## src/rtl/fpsc_pkg.sv

```systemverilog
// Package: shared field positions, codes and operation classes for the
// floating-point status and trap controller. Assumes a word of at least
// 19 bits, since the denormal flush bit sits at position 18.
package fpsc_pkg;

    localparam int N_EXC     = 5;
    localparam int RM_LSB    = 0;
    localparam int RM_W      = 2;
    localparam int FLAG_LSB  = 2;
    localparam int EN_LSB    = FLAG_LSB + N_EXC;
    localparam int CAUSE_LSB = EN_LSB + N_EXC;
    localparam int CAUSE_W   = N_EXC + 1;
    localparam int DN_BIT    = CAUSE_LSB + CAUSE_W;

    localparam logic [RM_W-1:0] RM_TO_ZERO = 2'b01;

    typedef enum logic [1:0] {
        OP_ARITH = 2'b00,
        OP_CMP   = 2'b01,
        OP_SIGN  = 2'b10,
        OP_NONE  = 2'b11
    } op_kind_e;

endpackage

```

## src/rtl/fpsc_mode_decode.sv

```systemverilog
// Module: turns the rounding select field and the denormal flush bit of the
// status word into datapath controls. Purely combinational. Assumes the
// round-to-zero code is the only one that selects truncation.
module fpsc_mode_decode
    import fpsc_pkg::*;
(
    input  logic [RM_W-1:0] rm_field,
    input  logic            dn_bit,
    output logic            rnd_trunc,
    output logic            flush_dn
);

    // Decode the rounding select and pass the flush bit through.
    always_comb begin
        rnd_trunc = (rm_field == RM_TO_ZERO);
        flush_dn  = dn_bit;
    end

endmodule

```

## src/rtl/fpsc_exc_merge.sv

```systemverilog
// Module: computes the status word after an exception update, together with
// the trap decision. Flags are replaced by the raw exceptions, causes
// accumulate them, and a trap needs a raised exception plus a cause bit that
// meets its enable. Combinational. The caller decides when to commit.
module fpsc_exc_merge
    import fpsc_pkg::*;
#(
    parameter int REG_W = 32
) (
    input  logic [REG_W-1:0] csr_cur,
    input  logic [N_EXC-1:0] exc_raw,
    output logic [REG_W-1:0] csr_upd,
    output logic             trap_hit
);

    logic [N_EXC-1:0] cause_new;
    logic [N_EXC-1:0] hit_vec;
    logic             any_exc;

    // Per-exception cause accumulation and enable match.
    for (genvar gi = 0; gi < N_EXC; gi++) begin : g_bit
        always_comb begin
            cause_new[gi] = csr_cur[CAUSE_LSB + gi] | exc_raw[gi];
            hit_vec[gi]   = cause_new[gi] & csr_cur[EN_LSB + gi];
        end
    end

    // Assemble the updated word and the trap decision.
    always_comb begin
        any_exc                        = |exc_raw;
        csr_upd                        = csr_cur;
        csr_upd[FLAG_LSB +: N_EXC]     = exc_raw;
        csr_upd[CAUSE_LSB +: N_EXC]    = cause_new;
        trap_hit                       = any_exc & (|hit_vec);
    end

endmodule

```

## src/rtl/fpsc_cmp_flag.sv

```systemverilog
// Module: holds the compare result bit. It is written only when the caller
// asserts set_en, and it clears on synchronous active-low reset.
module fpsc_cmp_flag (
    input  logic clk,
    input  logic rst_n,
    input  logic set_en,
    input  logic set_val,
    output logic t_q
);

    // Result bit register.
    always_ff @(posedge clk) begin
        if (!rst_n)      t_q <= 1'b0;
        else if (set_en) t_q <= set_val;
    end

endmodule

```

## src/rtl/fpsc_unit.sv

```systemverilog
// Module: top of the floating-point status and trap controller. It holds the
// status word, gives software loads priority over operation updates, and
// registers a one-cycle trap request on the same edge that commits the
// update. Assumes at most one operation is reported per cycle.
module fpsc_unit
    import fpsc_pkg::*;
#(
    parameter int               REG_W     = 32,
    parameter int               CODE_W    = 12,
    parameter logic [REG_W-1:0] RESET_VAL = 32'h0004_0001,
    parameter logic [REG_W-1:0] WR_MASK   = 32'h003F_FFFF,
    parameter logic [CODE_W-1:0] TRAP_CODE = 12'h120
) (
    input  logic              clk,
    input  logic              rst_n,
    input  logic              ld_en,
    input  logic [REG_W-1:0]  ld_data,
    input  logic              op_valid,
    input  logic [1:0]        op_kind,
    input  logic [N_EXC-1:0]  exc_raw,
    input  logic              cmp_unord,
    input  logic              cmp_match,
    output logic [REG_W-1:0]  csr_q,
    output logic              rnd_trunc,
    output logic              flush_dn,
    output logic              cmp_t,
    output logic              trap_req,
    output logic [CODE_W-1:0] trap_code
);

    op_kind_e         kind;
    logic             is_arith;
    logic             is_cmp;
    logic             do_update;
    logic             cmp_write;
    logic [REG_W-1:0] csr_upd;
    logic             trap_hit;
    logic             trap_q;

    // Classify the reported operation. A load suppresses it.
    always_comb begin
        kind      = op_kind_e'(op_kind);
        is_arith  = op_valid && (kind == OP_ARITH);
        is_cmp    = op_valid && (kind == OP_CMP);
        do_update = !ld_en && (is_arith || (is_cmp && cmp_unord));
        cmp_write = !ld_en && is_cmp && !cmp_unord;
    end

    fpsc_exc_merge #(.REG_W(REG_W)) i_merge (
        .csr_cur  (csr_q),
        .exc_raw  (exc_raw),
        .csr_upd  (csr_upd),
        .trap_hit (trap_hit)
    );

    // Status word register: reset, then load, then exception update.
    always_ff @(posedge clk) begin
        if (!rst_n)         csr_q <= RESET_VAL & WR_MASK;
        else if (ld_en)     csr_q <= ld_data & WR_MASK;
        else if (do_update) csr_q <= csr_upd & WR_MASK;
    end

    // Trap pulse register, one cycle per trapping update.
    always_ff @(posedge clk) begin
        if (!rst_n) trap_q <= 1'b0;
        else        trap_q <= do_update && trap_hit;
    end

    fpsc_cmp_flag i_cmp (
        .clk     (clk),
        .rst_n   (rst_n),
        .set_en  (cmp_write),
        .set_val (cmp_match),
        .t_q     (cmp_t)
    );

    fpsc_mode_decode i_mode (
        .rm_field  (csr_q[RM_LSB +: RM_W]),
        .dn_bit    (csr_q[DN_BIT]),
        .rnd_trunc (rnd_trunc),
        .flush_dn  (flush_dn)
    );

    // Drive the trap outputs. The code is zero when no request is active.
    always_comb begin
        trap_req  = trap_q;
        trap_code = trap_q ? TRAP_CODE : '0;
    end

endmodule

```

## config.mk

```make
export PLATFORM = sky130hd
export DESIGN_NAME = fpsc_unit
export DESIGN_NICKNAME = d
export VERILOG_FILES = /design/src/rtl/fpsc_pkg.sv /design/src/rtl/fpsc_mode_decode.sv /design/src/rtl/fpsc_exc_merge.sv /design/src/rtl/fpsc_cmp_flag.sv /design/src/rtl/fpsc_unit.sv
export SDC_FILE = /design/constraint.sdc
export NUM_CORES = 1
export LEC_CHECK = 0
export ABC_AREA = 0
export BUFFER_PORTS_ARGS = -buffer_cell sky130_fd_sc_hd__buf_2
export CAP_MARGIN = 20
export CORE_MARGIN = 2
export CORE_UTILIZATION = 36
export DETAILED_ROUTE_END_ITERATION = 7
export PLACE_DENSITY = 0.84
export SYNTH_ARGS = -nofsm -noshare
export SYNTH_HDL_FRONTEND = slang
export SYNTH_SLANG_ARGS = --single-unit
```

## constraint.sdc

```tcl
create_clock -name clk -period 1.1 [get_ports clk]
set_input_delay 0.22 -clock clk [delete_from_list [all_inputs] [get_ports clk]]
set_output_delay 0.22 -clock clk [all_outputs]
set_load 0.005 [all_outputs]
```

Word-level counts from Yosys, hierarchy flattened
Cells that the tools add are included.
{"block": "totals", "reg_bits": 24, "latch_bits": 0, "ram_bits": 0, "mem_bits_ro": 0, "inputBits": 45, "out_inout_bits": 48, "wordCells": 34, "mem_count": 0}
{"block": "classes", "addsub": 0, "mul": 0, "n_div": 0, "order_cmp": 0, "n_eq_ne": 2, "shift": 0, "n_mux": 3, "n_bitwise": 11, "n_reduce_logical": 14}
{"cell": "$mux 22", "n": 1}
{"cell": "$mux 17", "n": 1}
{"cell": "$reduce_or 5->1", "n": 2}
{"cell": "$mux 9", "n": 1}
{"cell": "$logic_and 1x1->1", "n": 7}
{"cell": "$and 1x1->1", "n": 6}
{"cell": "$or 1x1->1", "n": 5}
{"cell": "$eq 2x1->1 const B", "n": 2}
{"cell": "$logic_not 1->1", "n": 2}
{"cell": "$logic_not 2->1", "n": 1}
{"cell": "$reduce_bool 2->1", "n": 1}
{"cell": "$logic_or 1x1->1", "n": 1}

Logic depth before layout (Yosys ltp)
Gate-level depths: netlist of run 1.
{"block": "logic_depth", "depth_word": 7, "mapped_depth": 5, "depth_no_buf": 3}

By module
Synthesis of run 1 repeated with hierarchy kept, for this count alone.
{"block": "unflattened", "hier_cells": 193, "hier_area_um2": 1745.4}
{"mod": "fpsc_unit", "instances": 1, "cells_per_inst": 150, "area_each_um2": 1416.4, "seq_area_each_um2": 460.4}
{"mod": "fpsc_exc_merge", "instances": 1, "cells_per_inst": 38, "area_each_um2": 271.5, "seq_area_each_um2": 0.0}
{"mod": "fpsc_cmp_flag", "instances": 1, "cells_per_inst": 3, "area_each_um2": 36.3, "seq_area_each_um2": 20.0}
{"mod": "fpsc_mode_decode", "instances": 1, "cells_per_inst": 2, "area_each_um2": 21.3, "seq_area_each_um2": 0.0}

Worst setup path after synthesis of run 1
No wires, ideal clock.
{"block": "synth_path", "path_type": "input to register", "start": "in cmp_unord", "end": "reg csr_q[2]", "arrival_time_ps": 912, "required_ps": 978, "path_slack_ps": 67, "cell_stages": 4, "cell_sequence": "nand2b_4 -> buf_6 -> and3_1 -> o311a_1"}
{"block": "synth_between", "elab_chain_cells": 4}
{"item": "from (decl)", "line": "fpsc_unit.sv:21", "rtl": "input logic cmp_unord,"}
{"item": "$logic_and 1x1->1", "line": "fpsc_unit.sv:45", "rtl": "do_update = !ld_en && (is_arith || (is_cmp && cmp_unord));"}
{"item": "$logic_or 1x1->1", "line": "fpsc_unit.sv:45"}
{"item": "$logic_and 1x1->1", "line": "fpsc_unit.sv:45"}
{"item": "$reduce_bool 2->1 (no source line)"}
{"item": "to (signal assigned)", "line": "fpsc_unit.sv:58", "rtl": "if (!rst_n) csr_q <= RESET_VAL & WR_MASK;"}
{"item": "to (signal assigned)", "line": "fpsc_unit.sv:59", "rtl": "else if (ld_en) csr_q <= ld_data & WR_MASK;"}
{"item": "to (signal assigned)", "line": "fpsc_unit.sv:60", "rtl": "else if (do_update) csr_q <= csr_upd & WR_MASK;"}
{"item": "to (decl)", "line": "fpsc_unit.sv:23", "rtl": "output logic [REG_W-1:0] csr_q,"}
Every way passes these cells.
A chain may end at the register's enable or synchronous reset.

Final worst setup path of run 1
{"block": "layout_path", "start": "reg csr_q[0]", "end": "out rnd_trunc"}
{"block": "layout_between", "elab_chain_cells": 1}
{"item": "$eq 2x1->1", "line": "fpsc_mode_decode.sv:15", "rtl": "rnd_trunc = (rm_field == RM_TO_ZERO);"}
{"item": "to (decl)", "line": "fpsc_unit.sv:24", "rtl": "output logic rnd_trunc,"}
Every way passes these cells.

==> results.yml, run 1 <==
status:
  outcome: "finished, violations left"
  violations: "negative setup slack"
setup_path:
  crit_path_max_incr_delay_ns: 0.36
  worst-path-stages: 2
  arrival_ns: 0.90
  cp_top_family: "flip-flops"
  crit_type: "flop to output port"
  cp-start-kind: "flop"
  critPathRequiredTime_ns: 0.88
  critPathSlowestCell: "dfxtp_2"
  r2r_start: "csr_q[13]"
  critPathMaxFanout: 3
  r2r_cells: 3
  cp-startpoint: "csr_q[0]"
  crit_buf_inv: 1
  end_kind: "output port"
  rr_endpoint: "trap_req"
  cp_cell_sequence: "nor2b_1 -> buf_2"
  r2r_slack_ns: 0.13
clock_tree:
  numClockSinks: 24
  root_buffer: "clkbuf_4"
  numCtsBuffers: 3
  path_clk_slew_ns: 0.14
  cts_tree: "built"
  clk_latency_ns: 0.32
  cts_max_level: 1
  holdBufCountCts: 0
  clock_path_buffers: 2
timing:
  setup_viol: 1
  hold_slack_ns: 0.09990
  skew_ns: 0.003365
  fmax_ghz: 0.8908
  fin_crit_ns: 1.123
  hold_viol: 0
  period_share: 1.021
  rsz0062_at_grt: "yes"
  drv_slew: 0
  timing.final.ws_setup_ns: -0.02261
synth:
  avgSynthCellArea_um2: 9.655
  ys_top_cells_by_area: "dfxtp_1, buf_4, mux2i_1"
  syn_area_um2: 1294
  yosys_most_used_dff: "dfxtp_1"
  synthTopCellsByCount: "dfxtp_1, buf_4, mux2i_1, nor2_1, o21ai_0"
  ys_types: 29
  synthMuxAreaShare: 0.09284
  synth-compound-area-share: 0.1809
  synth_edf_count: 0
  synth-xor-area-share: 0
  synth_top_area_frac: 0.3714
  async_flop_share: 0
  synth_top_family_by_area: "buffers and inverters"
  yosysWarnings: 0
  synth_seq_cells: 24
  yosysTopAreaCell: "dfxtp_1"
  synth-simple-area-share: 0.1451
  seq_area_frac_synth: 0.3714
  synth_fa_ha_area_frac: 0
  syn_inst: 134
  yosysMostFrequentCell: "dfxtp_1"
detailed_routing:
  ant_nets: 0
  routed_wl_mm: 2.874
  route.layer.met1.wl_mm: 1.239
  vias: 1116
  highest_layer: "met4"
  dr.pass1.iters: 4
  post-route-drc-count: 0
  wl_met2_mm: 1.392
  wl_per_cell_um: 11.73
  via_per_inst: 4.555
  drtIter0Drc: 25
  met3WireLength_um: 211
floorplanning:
  rows: 21
  dieArea_um2: 4089
  die_w_um: 63.95
  core-area_um2: 3390
  io_pins: 93
  die_h_um: 63.95
  start_util: 0.3817
final_layout:
  syn_to_final_growth_pct: 26.02
  final_cells: 245
  antennaDiodeCount: 0
  nets: 245
  drive_above_1_share: 0.4623
  nFillCells: 360
global_routing:
  antenna_found_initial: 0
  track_usage: 0.1386
  grt_max_degree: 15
  grt_pass1_vias: 1013
  grt_pass1_wl_mm: 4.478
  grt_overflow: 0
power_and_ir_drop:
  power_density_nw_per_um2: 1208
  irDropWorstVdd_mv: 0.5003
  p_leak_nw: 0.8616
place:
  dp.cells: 241
  dp_hpwl_mm: 2.249
  finalWeightedCongestion: 0.8544
  io_buffers: 62
worst_hold_path:
  hp-start: "ld_data[0]"
  hold_depth: 3
  hold_class: "input port to flop"
  whs_endpoint: "csr_q[0]"
run:
  drv_cap: 0
worst max path at each step:
stage / end / slack (ns)
6_report: rnd_trunc / -0.02
2_1_floorplan: csr_q[2] / 0.07
3_5_place_dp: csr_q[3] / -0.08
3_3_place_gp: trap_req / -0.06
4_1_cts: rnd_trunc / -0.04
5_1_grt: rnd_trunc / -0.07
repair_timing:
| action | CTS | global route |
|---|---|---|
| gates resized for setup | 1 | 4 |
| endpoints found under the setup margin | 1 | 5 |
| setup buffers | 0 | 0 |
power breakdown:
| part | internal [W] | leakage, nW | switching (W) |
|---|---|---|---|
| Clock | 0.000369 | 0.0279 | 0.000279 |
| Combinational | 0.000192 | 0.634 | 0.000173 |
| Sequential | 0.000927 | 0.200 | 0.0000311 |
registers in the layout, summed over array words and instances, names as in the netlist:
name       count
csr_q         22
i_cmp.t_q      1
trap_req       1
per-layer routing:
| layer | track usage | vias up |
|---|---|---|
| met5 | 0 | - |
| met4 | 0.05707 | 0 |
| met3 | 0.03169 | 4 |
| met2 | 0.2318 | 46 |
| met1 | 0.1703 | 508 |
| li1 | - | 558 |
worst register-to-register path, cell delays in order (launching register included):
cell and delay, ns:
dfxtp_1 0.37, o21ai_0 0.10, and4_1 0.20, a211oi_1 0.22
through the flow:
step                instance area [um2]  setup TNS (ns)    util  power, W  worst slack, ns
detailed placement                 1572         -0.4934  0.4636  0.001339         -0.07682
CTS                                1625        -0.04108  0.4795  0.001987         -0.04108
finish                             1630        -0.02261  0.4810  0.001970         -0.02261
global route                       1630        -0.07094  0.4810  0.002069         -0.07094
global placement                   1572         -0.3781  0.4636  0.001332         -0.06315
floorplan                          1365               0       -  0.001226          0.06667
logic make-up (layout without fill, tap and decap cells):
logic type	after synthesis	after routing
muxes	12	12
buffers and inverters	34	80
DFF	24	24
other	1	20
AOI/OAI and AO/OA	33	33
and+or+nand+nor	30	30
final cells by class:
class                   count  area (um2)  area share
multi-input cells          95       616.8      0.3784
flip-flops and latches     24       486.7      0.2985
repair buffers             73       405.4      0.2487
well taps                  46       57.56     0.03530
clock inverters             1       30.03     0.01842
clock buffers               3       22.52     0.01381
inverters                   3       11.26    0.006907
cell usage in the layout (no fill, tap or decap), types with 2 or more instances in the layout:
| cell | netlist | layout |
|---|---|---|
| buf_2 | 1 | 62 |
| conb_1 | 1 | 20 |
| dfxtp_1 | 24 | 19 |
| mux2i_1 | 12 | 12 |
| nor2_1 | 11 | 11 |
| o21ai_0 | 10 | 10 |
| buf_4 | 23 | 10 |
| a21oi_1 | 6 | 6 |
| a31oi_1 | 5 | 5 |
| and3_1 | 5 | 5 |
| o311a_1 | 5 | 5 |
| dfxtp_2 | 0 | 5 |
| or2b_2 | 4 | 4 |
| inv_1 | 3 | 3 |
| a21boi_2 | 3 | 3 |
| clkbuf_4 | 0 | 3 |
| nand2_1 | 2 | 2 |
| a21boi_0 | 2 | 2 |
Note: power is estimated with default switching activity, not from simulation.
==> inputs of run 2 (changes only) <==
Settings changed: CORE_UTILIZATION 36 to 35, PLACE_DENSITY 0.84 to 0.82.
==> results.yml, run 2 (synthesis results as in run 1) <==
status:
  outcome: "complete, no violations"
power_and_ir_drop:
  power_density_nw_per_um2: 1271
  p_leak_nw: 0.8732
  irDropWorstVdd_mv: 0.5684
global_routing:
  grt_pass1_vias: 1008
  grt_pass1_wl_mm: 4.609
  antenna_found_initial: 0
  grt_max_degree: 15
  grt_overflow: 0
  track_usage: 0.1392
floorplanning:
  io_pins: 93
  core-area_um2: 3606
  rows: 22
  dieArea_um2: 4199
  die_h_um: 64.80
  start_util: 0.3588
  die_w_um: 64.80
setup_path:
  cp-start-kind: "flop"
  crit_path_max_incr_delay_ns: 0.35
  arrival_ns: 0.86
  cp_cell_sequence: "nor2b_1 -> buf_2"
  critPathRequiredTime_ns: 0.88
  crit_type: "flop to output port"
  end_kind: "output port"
  crit_buf_inv: 1
  cp_top_family: "flip-flops"
  critPathSlowestCell: "dfxtp_2"
  critPathMaxFanout: 3
place:
  dp.cells: 244
  io_buffers: 62
  finalWeightedCongestion: 0.7276
  dp_hpwl_mm: 2.266
  place_area_um2: 1582
clock_tree:
  cts_tree: "built"
  numCtsBuffers: 3
  holdBufCountCts: 0
  numClockSinks: 24
  clock_path_buffers: 2
  clk_latency_ns: 0.27
  cts_max_level: 1
  root_buffer: "clkbuf_8"
  path_clk_slew_ns: 0.09
detailed_routing:
  drtIter0Drc: 50
  wl_per_cell_um: 11.57
  ant_nets: 0
  dr.pass1.iters: 4
  routed_wl_mm: 2.870
  post-route-drc-count: 0
  via_per_inst: 4.532
  vias: 1124
timing:
  period_share: 0.9852
  fmax_ghz: 0.9228
  hold_viol: 0
  drv_slew: 0
  hold_slack_ns: 0.1577
  setup_viol: 0
  skew_ns: 0.003383
  fin_crit_ns: 1.084
  rsz0062_at_grt: "yes"
final_layout:
  syn_to_final_growth_pct: 27.85
  top_register: "csr_q"
  final_cells: 248
  fin_area_um2: 1654
  final_common_cell: "buf_2"
  drive_above_1_share: 0.4450
  antennaDiodeCount: 0
  most-common-layout-cells: "buf_2, dfxtp_1, conb_1"
  utilization: 0.4587
  largest_register_ffs: 22
  nFillCells: 357
  nets: 246
run:
  drv_cap: 0
worst_hold_path:
  hold_class: "input port to flop"
## run 2: changes by cell type in the layout (fill, tap and decap cells not counted)
cell / change
clkbuf_4: -3
dfxtp_1: +4
clkbuf_8: +3
dfxtp_2: -4
buf_4: +1
## run 2: power by group
group / switching [W] / leakage, nW / total [W] / internal [W]
combinational: 0.000171 / 0.639 / 0.000365 / 0.000193
sequential: 0.0000318 / 0.198 / 0.000956 / 0.000924
clock: 0.000296 / 0.0357 / 0.000783 / 0.000487
total: 0.000499 / 0.873 / 0.00210 / 0.00160
## run 2: repair_timing
action | in CTS | in global routing
gates resized for setup | 1 | 0
hold endpoints to repair | 0 | 0
setup buffers | 0 | 0
pin swaps | 0 | 0
setup endpoints to repair | 1 | 1
## run 2: cell type report
class,count,area (um2),area share
inverter,3,11.26,0.006808
clock buffer,3,41.29,0.02496
timing repair buffer,74,412.9,0.2496
clock inverter,1,30.03,0.01815
multi-input combinational,95,616.8,0.3729
sequential,24,481.7,0.2912
tap,48,60.06,0.03631
## run 2: through the flow
step / worst slack [ns] / TNS (ns) / total power [W]
final: 0.01629 / 0 / 0.002103
after global routing: -0.02183 / -0.02183 / 0.002216
after CTS: 0.01941 / 0 / 0.002130
after detailed placement: -0.1067 / -0.4977 / 0.001344
after global placement: -0.09749 / -0.3124 / 0.001336
after floorplan: 0.06667 / 0 / 0.001226
## run 2: path summary, 6_finish.rpt
| check | startpoint | to | slack [ns] | cells past startpoint |
|---|---|---|---|---|
| worst max-delay path | csr_q[0] | rnd_trunc | 0.02 | 2 |
| worst min-delay path | ld_data[18] | csr_q[18] | 0.16 | 3 |
| worst max register to register | csr_q[12] | trap_req | 0.09 | 3 |
| worst min register to register | i_cmp.t_q | i_cmp.t_q | 0.48 | 2 |
## run 2: per-layer routing
layer,vias up,global-route usage,share of wire
li1,557,-,-
met1,525,0.1686,0.43
met2,38,0.2397,0.50
met3,4,0.03299,0.063
met4,0,0.04787,0.010
met5,-,0,0
## run 2: worst reg2reg max path, delay by kind of cell (launching register included)
family / cells / cell delay [ns]
flip-flops: 1 / 0.37
AND/OR/NAND/NOR: 1 / 0.22
AO/OA/AOI/OAI: 2 / 0.35
